## config.mk

```make
export PLATFORM = sky130hd
export DESIGN_NAME = pfrb_top
export DESIGN_NICKNAME = d
export VERILOG_FILES = /design/src/rtl/pfrb_pkg.sv /design/src/rtl/pfrb_decode.sv /design/src/rtl/pfrb_buffer.sv /design/src/rtl/pfrb_tx.sv /design/src/rtl/pfrb_top.sv
export SDC_FILE = /design/constraint.sdc
export NUM_CORES = 1
export LEC_CHECK = 0
export BUFFER_PORTS_ARGS = -buffer_cell sky130_fd_sc_hd__buf_4
export CORE_MARGIN = 2
export CORE_UTILIZATION = 55
export CTS_BUF_LIST = sky130_fd_sc_hd__clkbuf_16
export DETAILED_ROUTE_END_ITERATION = 6
export PLACE_DENSITY = 0.85
export RECOVER_POWER = 100
export SLEW_MARGIN = 10
export SYNTH_ARGS = -nofsm -noshare
export SYNTH_HDL_FRONTEND = slang
export SYNTH_HIERARCHICAL = 1
export SYNTH_SLANG_ARGS = --single-unit
```

## constraint.sdc

```tcl
create_clock -name clk -period 4.6 [get_ports clk]
set_input_delay 0.23 -clock clk [delete_from_list [all_inputs] [get_ports clk]]
set_output_delay 0.23 -clock clk [all_outputs]
set_load 0.01 [all_outputs]
```

## src/rtl/pfrb_pkg.sv

```systemverilog
// Shared constants for the prefetch-tolerant register bank.
// Assumes 32-byte register slots and 32-bit data words.
package pfrb_pkg;
    typedef enum logic [2:0] {
        SEL_NONE,
        SEL_CTRL,
        SEL_LEN,
        SEL_COMMIT,
        SEL_STAT,
        SEL_BUF
    } sel_e;

    localparam int SLOT_LSB        = 5;
    localparam int SLOT_CTRL       = 0;
    localparam int SLOT_LEN        = 1;
    localparam int SLOT_COMMIT     = 2;
    localparam int SLOT_STAT_A     = 3;
    localparam int SLOT_STAT_B     = 4;
    localparam int CTRL_PTR_CLR    = 0;
    localparam int CTRL_ERR_CLR    = 1;
    localparam int COMMIT_GO       = 0;
    localparam int STAT_BUSY       = 0;
    localparam int STAT_ERR        = 1;
    localparam int STAT_PTR_LSB    = 16;
endpackage

```

## src/rtl/pfrb_decode.sv

```systemverilog
// Address decoder: maps a byte address to a register or buffer select.
// Assumes the buffer region does not overlap the register slots.
// Only word 0 of a slot selects a register; other words map to SEL_NONE.
module pfrb_decode
    import pfrb_pkg::*;
#(
    parameter int ADDR_W    = 9,
    parameter int BUF_BASE  = 256,
    parameter int BUF_WORDS = 16
) (
    input  logic [ADDR_W-1:0] addr,
    output sel_e              sel
);
    localparam int BUF_END = BUF_BASE + 4 * BUF_WORDS;

    logic [31:0]              addr32;
    logic [ADDR_W-SLOT_LSB-1:0] slot;
    logic [SLOT_LSB-1:0]      in_slot;

    assign addr32  = 32'(addr);
    assign slot    = addr[ADDR_W-1:SLOT_LSB];
    assign in_slot = addr[SLOT_LSB-1:0];

    // Select the target of the current address
    always_comb begin
        sel = SEL_NONE;
        if (addr32 >= 32'(BUF_BASE) && addr32 < 32'(BUF_END)) begin
            sel = SEL_BUF;
        end else if (in_slot == '0) begin
            case (int'(slot))
                SLOT_CTRL:   sel = SEL_CTRL;
                SLOT_LEN:    sel = SEL_LEN;
                SLOT_COMMIT: sel = SEL_COMMIT;
                SLOT_STAT_A: sel = SEL_STAT;
                SLOT_STAT_B: sel = SEL_STAT;
                default:     sel = SEL_NONE;
            endcase
        end
    end
endmodule

```

## src/rtl/pfrb_buffer.sv

```systemverilog
// Linear frame buffer with an internal write pointer.
// Each accepted write lands at the pointer, which then advances.
// Writes past capacity are dropped. Clearing the pointer takes priority.
module pfrb_buffer #(
    parameter int BUF_WORDS = 16,
    parameter int IDX_W     = 4,
    parameter int PTR_W     = 5
) (
    input  logic             clk,
    input  logic             rst_n,
    input  logic             wr_en,
    input  logic [31:0]      wr_data,
    input  logic             ptr_clr,
    input  logic [IDX_W-1:0] rd_idx,
    output logic [31:0]      rd_word,
    output logic [PTR_W-1:0] wr_ptr
);
    logic [31:0] mem [BUF_WORDS];
    logic        room;

    assign room    = wr_ptr < PTR_W'(BUF_WORDS);
    assign rd_word = mem[rd_idx];

    // Pointer maintenance: clear, or advance on an accepted write
    always_ff @(posedge clk) begin
        if (!rst_n || ptr_clr) begin
            wr_ptr <= '0;
        end else if (wr_en && room) begin
            wr_ptr <= wr_ptr + PTR_W'(1);
        end
    end

    // Word storage, cleared at reset so unwritten words read as zero
    always_ff @(posedge clk) begin
        if (!rst_n) begin
            for (int i = 0; i < BUF_WORDS; i++) mem[i] <= '0;
        end else if (wr_en && room && !ptr_clr) begin
            mem[wr_ptr[IDX_W-1:0]] <= wr_data;
        end
    end

    AST_PTR_BOUND: assert property (@(posedge clk) disable iff (!rst_n)
        wr_ptr <= PTR_W'(BUF_WORDS));
    AST_PTR_CLEARS: assert property (@(posedge clk) disable iff (!rst_n)
        ptr_clr |=> wr_ptr == '0);
endmodule

```

## src/rtl/pfrb_tx.sv

```systemverilog
// Frame streamer: on start, checks the length, then sends that many bytes
// from the buffer, lowest byte of each word first, over valid/ready.
// Owns the sticky error flag. Assumes the buffer is not written while busy.
module pfrb_tx #(
    parameter int LEN_W     = 16,
    parameter int BUF_BYTES = 64,
    parameter int IDX_W     = 4
) (
    input  logic             clk,
    input  logic             rst_n,
    input  logic             start_req,
    input  logic [LEN_W-1:0] len,
    input  logic             err_clr,
    output logic             busy,
    output logic             err,
    output logic [IDX_W-1:0] rd_idx,
    input  logic [31:0]      rd_word,
    output logic             tx_valid,
    output logic [7:0]       tx_data,
    output logic             tx_last,
    input  logic             tx_ready
);
    logic [LEN_W-1:0] cnt;
    logic [LEN_W-1:0] len_q;
    logic             bad_len;
    logic             at_end;

    assign bad_len  = (len == '0) || (len > LEN_W'(BUF_BYTES));
    assign at_end   = cnt == len_q - LEN_W'(1);
    assign rd_idx   = cnt[IDX_W+1:2];
    assign tx_data  = rd_word[8*cnt[1:0] +: 8];
    assign tx_valid = busy;
    assign tx_last  = busy && at_end;

    // Frame sequencing: accept or refuse start, then count accepted bytes
    always_ff @(posedge clk) begin
        if (!rst_n) begin
            busy  <= 1'b0;
            cnt   <= '0;
            len_q <= '0;
        end else if (start_req && !busy) begin
            cnt   <= '0;
            len_q <= len;
            busy  <= !bad_len;
        end else if (busy && tx_ready) begin
            if (at_end) busy <= 1'b0;
            else        cnt  <= cnt + LEN_W'(1);
        end
    end

    // Sticky error: set by a refused start, cleared only by request
    always_ff @(posedge clk) begin
        if (!rst_n || err_clr) begin
            err <= 1'b0;
        end else if (start_req && !busy && bad_len) begin
            err <= 1'b1;
        end
    end

    AST_TX_HOLD: assert property (@(posedge clk) disable iff (!rst_n)
        (tx_valid && !tx_ready) |=> (tx_valid && $stable(tx_data)));
    AST_LAST_ENDS: assert property (@(posedge clk) disable iff (!rst_n)
        (tx_valid && tx_ready && tx_last) |=> !tx_valid);
endmodule

```

## src/rtl/pfrb_top.sv

```systemverilog
// Register bank top: decodes word-bus accesses, holds the length register,
// drives the buffer and the streamer, and returns registered read data.
// Assumes one access per bus_req cycle; read data follows one cycle later.
module pfrb_top
    import pfrb_pkg::*;
#(
    parameter int ADDR_W    = 9,
    parameter int BUF_BASE  = 256,
    parameter int BUF_WORDS = 16,
    parameter int LEN_W     = 16
) (
    input  logic              clk,
    input  logic              rst_n,
    input  logic              bus_req,
    input  logic              bus_we,
    input  logic [ADDR_W-1:0] bus_addr,
    input  logic [31:0]       bus_wdata,
    input  logic [3:0]        bus_be,
    output logic [31:0]       bus_rdata,
    output logic              bus_rvalid,
    output logic              tx_valid,
    output logic [7:0]        tx_data,
    output logic              tx_last,
    input  logic              tx_ready
);
    localparam int BUF_BYTES = 4 * BUF_WORDS;
    localparam int IDX_W     = (BUF_WORDS > 1) ? $clog2(BUF_WORDS) : 1;
    localparam int PTR_W     = $clog2(BUF_WORDS + 1);

    sel_e              sel;
    logic              wr_ok;
    logic              commit_go;
    logic              ptr_clr;
    logic              err_clr;
    logic              buf_wr;
    logic              busy;
    logic              err;
    logic [LEN_W-1:0]  len_q;
    logic [PTR_W-1:0]  wr_ptr;
    logic [IDX_W-1:0]  rd_idx;
    logic [31:0]       rd_word;
    logic [31:0]       stat_word;
    logic [31:0]       rd_mux;

    pfrb_decode #(
        .ADDR_W    (ADDR_W),
        .BUF_BASE  (BUF_BASE),
        .BUF_WORDS (BUF_WORDS)
    ) i_decode (
        .addr (bus_addr),
        .sel  (sel)
    );

    assign wr_ok     = bus_req && bus_we && (&bus_be);
    assign commit_go = wr_ok && (sel == SEL_COMMIT) && bus_wdata[COMMIT_GO] && !busy;
    assign ptr_clr   = commit_go || (wr_ok && (sel == SEL_CTRL) && bus_wdata[CTRL_PTR_CLR]);
    assign err_clr   = wr_ok && (sel == SEL_CTRL) && bus_wdata[CTRL_ERR_CLR];
    assign buf_wr    = wr_ok && (sel == SEL_BUF) && !busy;

    pfrb_buffer #(
        .BUF_WORDS (BUF_WORDS),
        .IDX_W     (IDX_W),
        .PTR_W     (PTR_W)
    ) i_buffer (
        .clk     (clk),
        .rst_n   (rst_n),
        .wr_en   (buf_wr),
        .wr_data (bus_wdata),
        .ptr_clr (ptr_clr),
        .rd_idx  (rd_idx),
        .rd_word (rd_word),
        .wr_ptr  (wr_ptr)
    );

    pfrb_tx #(
        .LEN_W     (LEN_W),
        .BUF_BYTES (BUF_BYTES),
        .IDX_W     (IDX_W)
    ) i_tx (
        .clk       (clk),
        .rst_n     (rst_n),
        .start_req (commit_go),
        .len       (len_q),
        .err_clr   (err_clr),
        .busy      (busy),
        .err       (err),
        .rd_idx    (rd_idx),
        .rd_word   (rd_word),
        .tx_valid  (tx_valid),
        .tx_data   (tx_data),
        .tx_last   (tx_last),
        .tx_ready  (tx_ready)
    );

    // Length register: full-word writes to its slot only
    always_ff @(posedge clk) begin
        if (!rst_n) begin
            len_q <= '0;
        end else if (wr_ok && sel == SEL_LEN) begin
            len_q <= bus_wdata[LEN_W-1:0];
        end
    end

    // Status word assembled from live state
    always_comb begin
        stat_word = '0;
        stat_word[STAT_BUSY] = busy;
        stat_word[STAT_ERR]  = err;
        stat_word[STAT_PTR_LSB +: PTR_W] = wr_ptr;
    end

    // Read mux: padding, control, commit and buffer read as zero
    always_comb begin
        case (sel)
            SEL_LEN:  rd_mux = 32'(len_q);
            SEL_STAT: rd_mux = stat_word;
            default:  rd_mux = '0;
        endcase
    end

    // Registered read return, one cycle after the request
    always_ff @(posedge clk) begin
        if (!rst_n) begin
            bus_rdata  <= '0;
            bus_rvalid <= 1'b0;
        end else begin
            bus_rvalid <= bus_req && !bus_we;
            bus_rdata  <= (bus_req && !bus_we) ? rd_mux : '0;
        end
    end

    AST_READ_QUIET: assert property (@(posedge clk) disable iff (!rst_n)
        (bus_req && !bus_we) |=> ($stable(len_q) && $stable(wr_ptr)));
    AST_REJECT_ERR: assert property (@(posedge clk) disable iff (!rst_n)
        (commit_go && (len_q == '0 || len_q > LEN_W'(BUF_BYTES))) |=> (err && !tx_valid));
    AST_BUSY_DROP: assert property (@(posedge clk) disable iff (!rst_n)
        (busy && bus_req && bus_we && sel == SEL_BUF) |=> $stable(wr_ptr));
endmodule

```

After elaboration in Yosys (flattened, before gate mapping)

Memory sizes are Yosys's and may differ from the RTL's. A register that Yosys moved wholly into a read port is not among the register bits.
Cells that the tools add are included.

Flip-flop bits (word level): 88
Latch bits: 0
Memory bits (writable): 512
Bits in read-only memories: 0
Input bits: 50
Output and inout bits: 43
Word-level logic and storage cells: 85
Memories kept: 1

Memories:

| memory       | words | bits a word | rd ports | clocked after memory_dff | wr ports | line              | text |
|---|---|---|---|---|---|---|---|
| i_buffer.mem | 16    | 32          | 1        | 1                        | 16       | pfrb_buffer.sv:18 | `logic [31:0] mem [BUF_WORDS];` |

Add/subtract/negate cells: 3
$mul: 0
Divide/modulo/power cells: 0
Magnitude comparators: 4
Equality and inequality tests: 10
Shift-type cells: 1
Mux-type cells: 16
Bitwise logic cells: 2
Reductions and logical operators: 40

Operators by type and width:

| kind                    | number |
|---|---|
| $pmux W21 S2            | 1 |
| $mux W32                | 1 |
| $reduce_or A32 Y1       | 1 |
| $shiftx A32 B6 Y8       | 1 |
| $logic_and A1 B1 Y1     | 19 |
| $add A16 B1 Y16 const B | 1 |
| $eq A16 B16 Y1          | 1 |
| $gt A16 B7 Y1 const B   | 1 |
| $logic_not A16 Y1       | 1 |
| $sub A16 B1 Y16 const B | 1 |
| $mux W4                 | 3 |
| $pmux W3 S4             | 1 |
| $ge A9 B9 Y1 const B    | 1 |
| $lt A9 B9 Y1 const B    | 1 |
| $eq A4 B2 Y1 const B    | 2 |
| $mux W1                 | 8 |
| $eq A3 B2 Y1 const B    | 2 |
| $eq A3 B3 Y1 const B    | 2 |
| $mux W3                 | 2 |
| $reduce_and A2 Y1       | 3 |
| $add A5 B1 Y5 const B   | 1 |
| $logic_not A1 Y1        | 5 |
| $logic_not A5 Y1        | 1 |
| $lt A5 B5 Y1 const B    | 1 |
| other kinds (9)         | 15 |

Longest topological paths before layout

Gate-level depths: netlist of the first run.

Depth after elaboration: 17
Mapped depth: 14
Mapped depth without buffers: 10

Cells and area by module

Netlist of the first run, hierarchy kept.

By module, submodules not included:

| module      | times used | cells an instance | area each (um2) |
|---|---|---|---|
| pfrb_buffer | 1          | 1555              | 22308.9 |
| pfrb_tx     | 1          | 298               | 2479.9 |
| pfrb_top    | 1          | 147               | 1442.6 |
| pfrb_decode | 1          | 13                | 103.8 |

Worst setup path after synthesis of the first run

Ideal clock, no wire load.

Path type: in2reg
From: input port bus_addr[8]
To: memory i_buffer.mem[10][0], enable pin
Setup time: 0.466 ns
Arrival time: 4.471 ns
Setup slack: -0.336 ns
Cell stages on the path: 10
Cell sequence: nor4_4 > nand2_2 > o32ai_2 > nand2b_1 > nor3_1 > and4bb_2 > buf_2 > nand2_1 > clkbuf_1 > o21ai_0

RTL lines:

| item            | line              | text |
|---|---|---|
| start, declared | pfrb_top.sv:16    | `input logic [ADDR_W-1:0] bus_addr,` |
| end, declared   | pfrb_buffer.sv:18 |  |

==> impl_metrics.csv, run 1 <==
group,metric,value,unit
status,status,"finished with violations",
status,violations,"negative hold slack, max-capacitance violations, max-slew violations",
clocking,insertion_delay,0.62,ns
finish,drive_gt1_share,16.45,%
timing,period_minus_slack,4.166,ns
drt,drc,0,
hold_path,hp-start,"tx_ready",
finish,final_util,61.69,%
logic_synthesis,yosysWarnings,6,
global_routing,antenna_found_initial,0,
clocking,cts_tree,"yes",
die,io_pins,93,
setup_path,worst-path-max-fanout,74,
die,dieArea,0.04965,sq mm
setup_path,startpoint,"bus_addr[8]",
hold_path,holdPathStages,3,
timing,tns,0,ns
placement,dp_hpwl,41390,microns
drt,wl_met1,22870,microns
die,placement_rows,80,
die,die_h,222.8,microns
logic_synthesis,synth_area_per_cell,13.08,sq um
global_routing,overflow,0,
timing,holdWs,-0.001040,ns
finish,syn2layout_area_growth,11.38,%
setup_path,start_kind,"primary input",
drt,first_pass_iters,6,
setup_path,reg2reg_depth,11,
clocking,clk_pin_slew_worst_paths,0.07,ns
setup_path,crit_type,"primary input to register",
global_routing,grt_max_degree,75,
timing,period_share,90.57,%
logic_synthesis,synth_top_area_share,58.38,%
timing,worstMarginPinSlew,1.962,ns
setup_path,r2r_slack,0.59,ns
logic_synthesis,yosys.cell_types.count,66,
logic_synthesis,syn-instance-count,2013,
drt,drt_iter0_drc,2507,
setup_path,endpoint_kind,"register",
pwr,power_density,373.8,mW/mm^2
setup_path,reg2reg_from,"i_tx/len_q[0]",
logic_synthesis,yosys_register_bits,589,
clocking,cts_setup_buffers,0,
logic_synthesis,synth_edf_count,512,
drt,wl_met3,8750,microns
die,fp.coreArea,0.04755,sq mm
timing,finalClockSkew,0.02317,ns
timing,final-max-slew-violation-count,209,
die,fp.dieW,222.8,microns
clocking,clockBufferDepth,3,
timing,setup_viol,0,
pwr,peakVddDrop,0.0003145,V
logic_synthesis,synth_top_area_cell,"edfxtp_1",
placement,port_buffers,81,
placement,gp_congestion,0.8603,
timing,hold_viol,1,
finish,finish.net_count,2138,
drt,vias,17720,
pwr,power_leakage,0.009536,uW
hold_path,hold_path.class,"primary input to register",
logic_synthesis,synthesis.area,0.02634,sq mm
drt,postRouteAntennaNets,0,
clocking,numCtsBuffers,56,
global_routing,grt_use_total,28.71,%
clocking,cts.sinks,589,
setup_path,crit_required,5.01,ns
drt,post_drt_via_cell_ratio,6.457,
drt,wl_per_cell,25.61,microns
logic_synthesis,synthFlopType,"edfxtp_1",
clocking,cts.repair.resized,0,
clocking,htreeDepth,2,
logic_synthesis,async_reset_ff_share,0,%
setup_path,r2r-end,"i_tx/cnt[6]",
timing,timing.fmax,0.2400,GHz
drt,totalWireLength,70290,microns
timing,relSlewSlack,-30.78,%
setup_path,critical_path_arrival,4.58,ns
clocking,cts-root-buf,"clkbuf_16",
global_routing,grt_pass1_vias,18150,
global_routing,grt_pass1_wl,107200,microns
die,initial_core_util,55.39,%
clocking,cts_hold_buf,34,
drt,highest_layer,"met4",
logic_synthesis,yosys-top-cells-area,"edfxtp_1, mux4_2, nor2_1",
logic_synthesis,ys_seq_area_share,64.23,%
hold_path,min_to,"i_tx/busy",
timing,rsz0062_at_grt,"false",
flow_run,max_cap_violations,4,
drt,route.met2.wl,34730,microns
[flip-flops by register name, summed over array words and instances (netlist names)]
name and count:
i_tx/err 1, i_buffer/wr_ptr 5, len_q 16, i_tx/busy 1, i_tx/len_q 16, bus_rvalid 1
i_buffer/mem 512, bus_rdata 21, i_tx/cnt 16
[metrics by stage]
stage / power, uW / area (sq um) / setup WS [ns] / cells
after floorplan: 6312 / 26370 / -0.3236 / 2023
after global placement: 6486 / 27610 / 0.8744 / 2604
after detailed placement: 6516 / 27610 / 0.7407 / 2604
after CTS: 10980 / 29730 / 0.5934 / 2743
after global routing: 11210 / 29330 / 0.2069 / 2743
final: 10960 / 29330 / 0.4336 / 2744
[power breakdown]
part	total (uW)	switching [uW]	internal, uW
logic	397	262	135
registers	6040	61.1	5980
clock network	4530	1980	2550
total	11000	2300	8660
[cell usage in the layout (no fill, tap or decap), types with 6 or more instances in the layout]
cell and instances:
nor3_1 16, nor2_1 504, xor2_1 7, or3_2 7, clkbuf_1 39, buf_12 6
mux2i_1 17, buf_4 67, inv_1 23, nand2_1 243, clkinv_1 9, clkbuf_2 17
conb_1 11, a21boi_0 17, dfxtp_1 75, a31oi_1 6, clkinv_2 12, and2_0 26
a22oi_1 66, dlygate4sd3_1 34, o21ai_0 15, nand3_1 19, o21a_1 7, o21ai_2 8
mux4_2 136, edfxtp_1 512, clkbuf_16 56, bufinv_16 6, xnor2_1 19, and2_1 31
ha_1 7, a21oi_1 15, nand2b_1 6
[layout make-up]
class	instances	area, sq um
multi-input cells	1261	8617
well taps	615	769.5
repair buffers	163	1195
diodes	1	2.502
inverters	10	37.54
clock inverters	49	385.4
flip-flops and latches	589	16920
clock buffers	56	1401
fillers	3276	18210
[cells by family after synthesis]
family / after synthesis / share of synthesized area (%)
xor gates and xnor gates: 26 / 0.8647
AOI/OAI and AO/OA: 156 / 4.309
adders and majority gates: 7 / 0.3326
other: 1 / 0.01424
and+or+nand+nor: 908 / 14.64
muxes: 153 / 12.28
DFF: 589 / 64.23
buffers and inverters: 173 / 3.330
[how the worst max path moves through the flow]
stage	end	slack, ns	depth (start not counted)
after floorplan	i_buffer/mem[12][0]	-0.32	10
after global placement	i_buffer/mem[14][25]	0.87	10
after detailed placement	i_buffer/mem[14][23]	0.74	10
after CTS	tx_data[5]	0.59	6
after global routing	i_buffer/mem[5][3]	0.21	10
final	i_buffer/mem[6][21]	0.43	10
[cell usage after synthesis (all sizes together), types with 8 or more instances]
library cell	n
or3	9
nor2	507
dfxtp	77
and2	57
a22oi	66
mux4	136
mux2i	17
nand3	19
inv	10
edfxtp	512
buf	98
a21boi	17
xnor2	19
nor3	16
nor2b	9
o21ai	28
clkbuf	65
a21oi	16
nand2	247
or4	8
[critical path: stages]
cell      delay [ns]
clkbuf_1        0.13
nor4_4          0.36
nand2_2         0.10
o32ai_1         0.65
nand2b_1        0.15
nor3_1          0.40
and4bb_1        0.52
nand2_4         0.32
clkbuf_2        1.12
nor2_1          0.51
[per-layer routing]
metal / vias up / global-route usage (%)
li1: 7411 / -
met1: 8667 / 35.63
met2: 1369 / 47.86
met3: 271 / 5.990
met4: 0 / 14.96
met5: - / 0
(Power assumes the default switching activity.)
==> run 2: changes to the inputs <==
- PLACE_DENSITY: 0.85 -> 0.82
- clock period: 4.6 -> 5.3 ns (I/O delays scaled with it)
==> impl_metrics.csv, run 2 (synthesis results as in run 1) <==
group,metric,value,unit
setup_path,slowest_delay,1.18,ns
timing,setup_viol,0,
drt,drc,0,
clocking,cts.repair.resized,0,
global_routing,overflow,0,
timing,timing.fmax,0.2151,GHz
placement,port_buffers,81,
pwr,power_leakage,0.009430,uW
clocking,numCtsBuffers,56,
clocking,cts-root-buf,"clkbuf_16",
clocking,cts_tree,"yes",
global_routing,grt_pass1_wl,104700,microns
clocking,htreeDepth,2,
timing,holdWs,0.02527,ns
setup_path,r2r_slack,1.18,ns
setup_path,start_kind,"primary input",
finish,fillers,3379,
drt,post_drt_via_cell_ratio,6.379,
setup_path,crit_family,"simple AND/OR/NAND/NOR gates",
finish,final_cell_mix,"edfxtp_1, nor2_1, nand2_1, mux4_2, dfxtp_1",
placement,dp_hpwl,41360,microns
clocking,cts.sinks,589,
die,fp.dieW,222.8,microns
die,fp.coreArea,0.04755,sq mm
clocking,cts_setup_buffers,0,
timing,period_share,87.70,%
setup_path,crit_type,"primary input to register",
timing,tns,0,ns
finish,largest_reg_flops,512,
setup_path,reg2reg_depth,10,
timing,rsz0062_at_grt,"false",
drt,wl_per_cell,25.40,microns
die,initial_core_util,55.39,%
setup_path,endpoint_kind,"register",
status,violations,"max-capacitance violations, max-slew violations",
finish,regMostFlops,"i_buffer/mem",
hold_path,min_to,"i_buffer/mem[15][31]",
die,io_pins,93,
die,die_h,222.8,microns
finish,finish.net_count,2119,
timing,period_minus_slack,4.648,ns
setup_path,crit_required,5.59,ns
hold_path,hold_path.class,"primary input to register",
drt,drt_iter0_drc,2124,
setup_path,worst-path-buf-inv,2,
setup_path,critical_path_arrival,4.94,ns
pwr,power_density,321.9,mW/mm^2
status,status,"finished with violations",
flow_run,max_cap_violations,4,
finish,final_common_cell,"edfxtp_1",
timing,hold_viol,0,
clocking,insertion_delay,0.62,ns
finish,n_antenna_cell,0,
setup_path,slowest_stage,"o21ai_1",
global_routing,grt_max_degree,107,
clocking,clk_pin_slew_worst_paths,0.06,ns
pwr,peakVddDrop,0.0003275,V
clocking,cts_hold_buf,19,
global_routing,grt_use_total,28.02,%
global_routing,antenna_found_initial,2,
clocking,clockBufferDepth,3,
placement,gp_congestion,0.8620,
hold_path,hp-start,"bus_wdata[31]",
hold_path,holdPathStages,2,
timing,relSlewSlack,-65.32,%
drt,postRouteAntennaNets,0,
pwr,power,9413,uW
finish,syn2layout_area_growth,11.03,%
finish,drive_gt1_share,16.65,%
timing,finalClockSkew,0.01027,ns
finish,reg_top3,"i_buffer/mem x512, bus_rdata x21",
timing,final-max-slew-violation-count,154,
drt,totalWireLength,69170,microns
drt,first_pass_iters,5,
setup_path,worst-path-max-fanout,43,
drt,vias,17370,
timing,worstMarginPinSlew,2.480,ns
setup_path,r2r-end,"i_tx/cnt[8]",
setup_path,path_cells,"clkbuf_4, nor4_1, nand2_2, o32ai_1, nand2b_1, nor3_1, and4bb_1, nand2_4, o21ai_1, buf_4",
die,placement_rows,80,
global_routing,grt_pass1_vias,17370,
setup_path,reg2reg_from,"i_tx/len_q[0]",
die,dieArea,0.04965,sq mm
==> run 2: cell count changes in the layout (fill, tap and decap cells not counted), sizes merged <==
cell         before  now
buf              73   76
bufinv            6    4
clkbuf          112  106
clkinv           22   21
clkinvlp          1    2
diode             1    0
dlygate4sd3      34   19
==> run 2: final cells by class <==
type	count	area [sq um]	area share, %
multi-input combinational	1261	8700	29.75
tap	615	769.5	2.632
inverter	10	37.54	0.1284
clock buffer	57	1426	4.878
timing repair buffer	144	1070	3.659
clock inverter	47	315.3	1.078
sequential	589	16920	57.87
==> run 2: worst max-delay path by stage <==
stage	from	end	slack (ns)	cells after the start
6_report	bus_addr[8]	i_buffer/mem[9][9]	0.65	10
5_1_grt	bus_addr[8]	i_buffer/mem[15][31]	0.50	9
4_1_cts	i_tx/cnt[2]	tx_data[1]	1.20	6
3_5_place_dp	bus_addr[8]	i_buffer/mem[13][15]	1.16	10
3_3_place_gp	bus_addr[8]	i_buffer/mem[12][31]	1.30	10
2_1_floorplan	bus_addr[8]	i_buffer/mem[10][0]	0.33	10
==> run 2: per-stage QoR <==
stage	utilization (%)	instance area (sq um)	setup slack (ns)	instances
final	61.50	29240	0.6518	2723
after global routing	61.50	29240	0.4997	2723
after CTS	62.09	29520	1.197	2723
after detailed placement	58.03	27590	1.159	2600
after global placement	58.03	27590	1.295	2600
after floorplan	-	26370	0.3287	2023
==> run 2: report_power, final <==
part | internal (uW) | switching [uW] | leakage (uW)
combinational | 117 | 224 | 0.00280
clock | 2140 | 1700 | 0.000924
sequential | 5190 | 49.6 | 0.00571
==> run 2: metal layers <==
metal	global-route usage, %	wire length [microns]	vias up
met5	0	12	-
met4	12.02	2803	2
met3	5.131	7616	196
met2	46.07	34330	1196
met1	36.97	24410	8612
li1	-	-	7363
==> run 2: worst reg2reg max path, cell delays in order (launching register included) <==
cell and delay (ns):
dfxtp_1 0.36, inv_1 0.08, ha_1 0.36, nor3b_1 0.73
nand2_1 0.21, xnor2_1 0.22, nand4_1 0.09, or4_1 0.55
o311ai_4 1.05, or4_2 0.28, a21oi_1 0.06
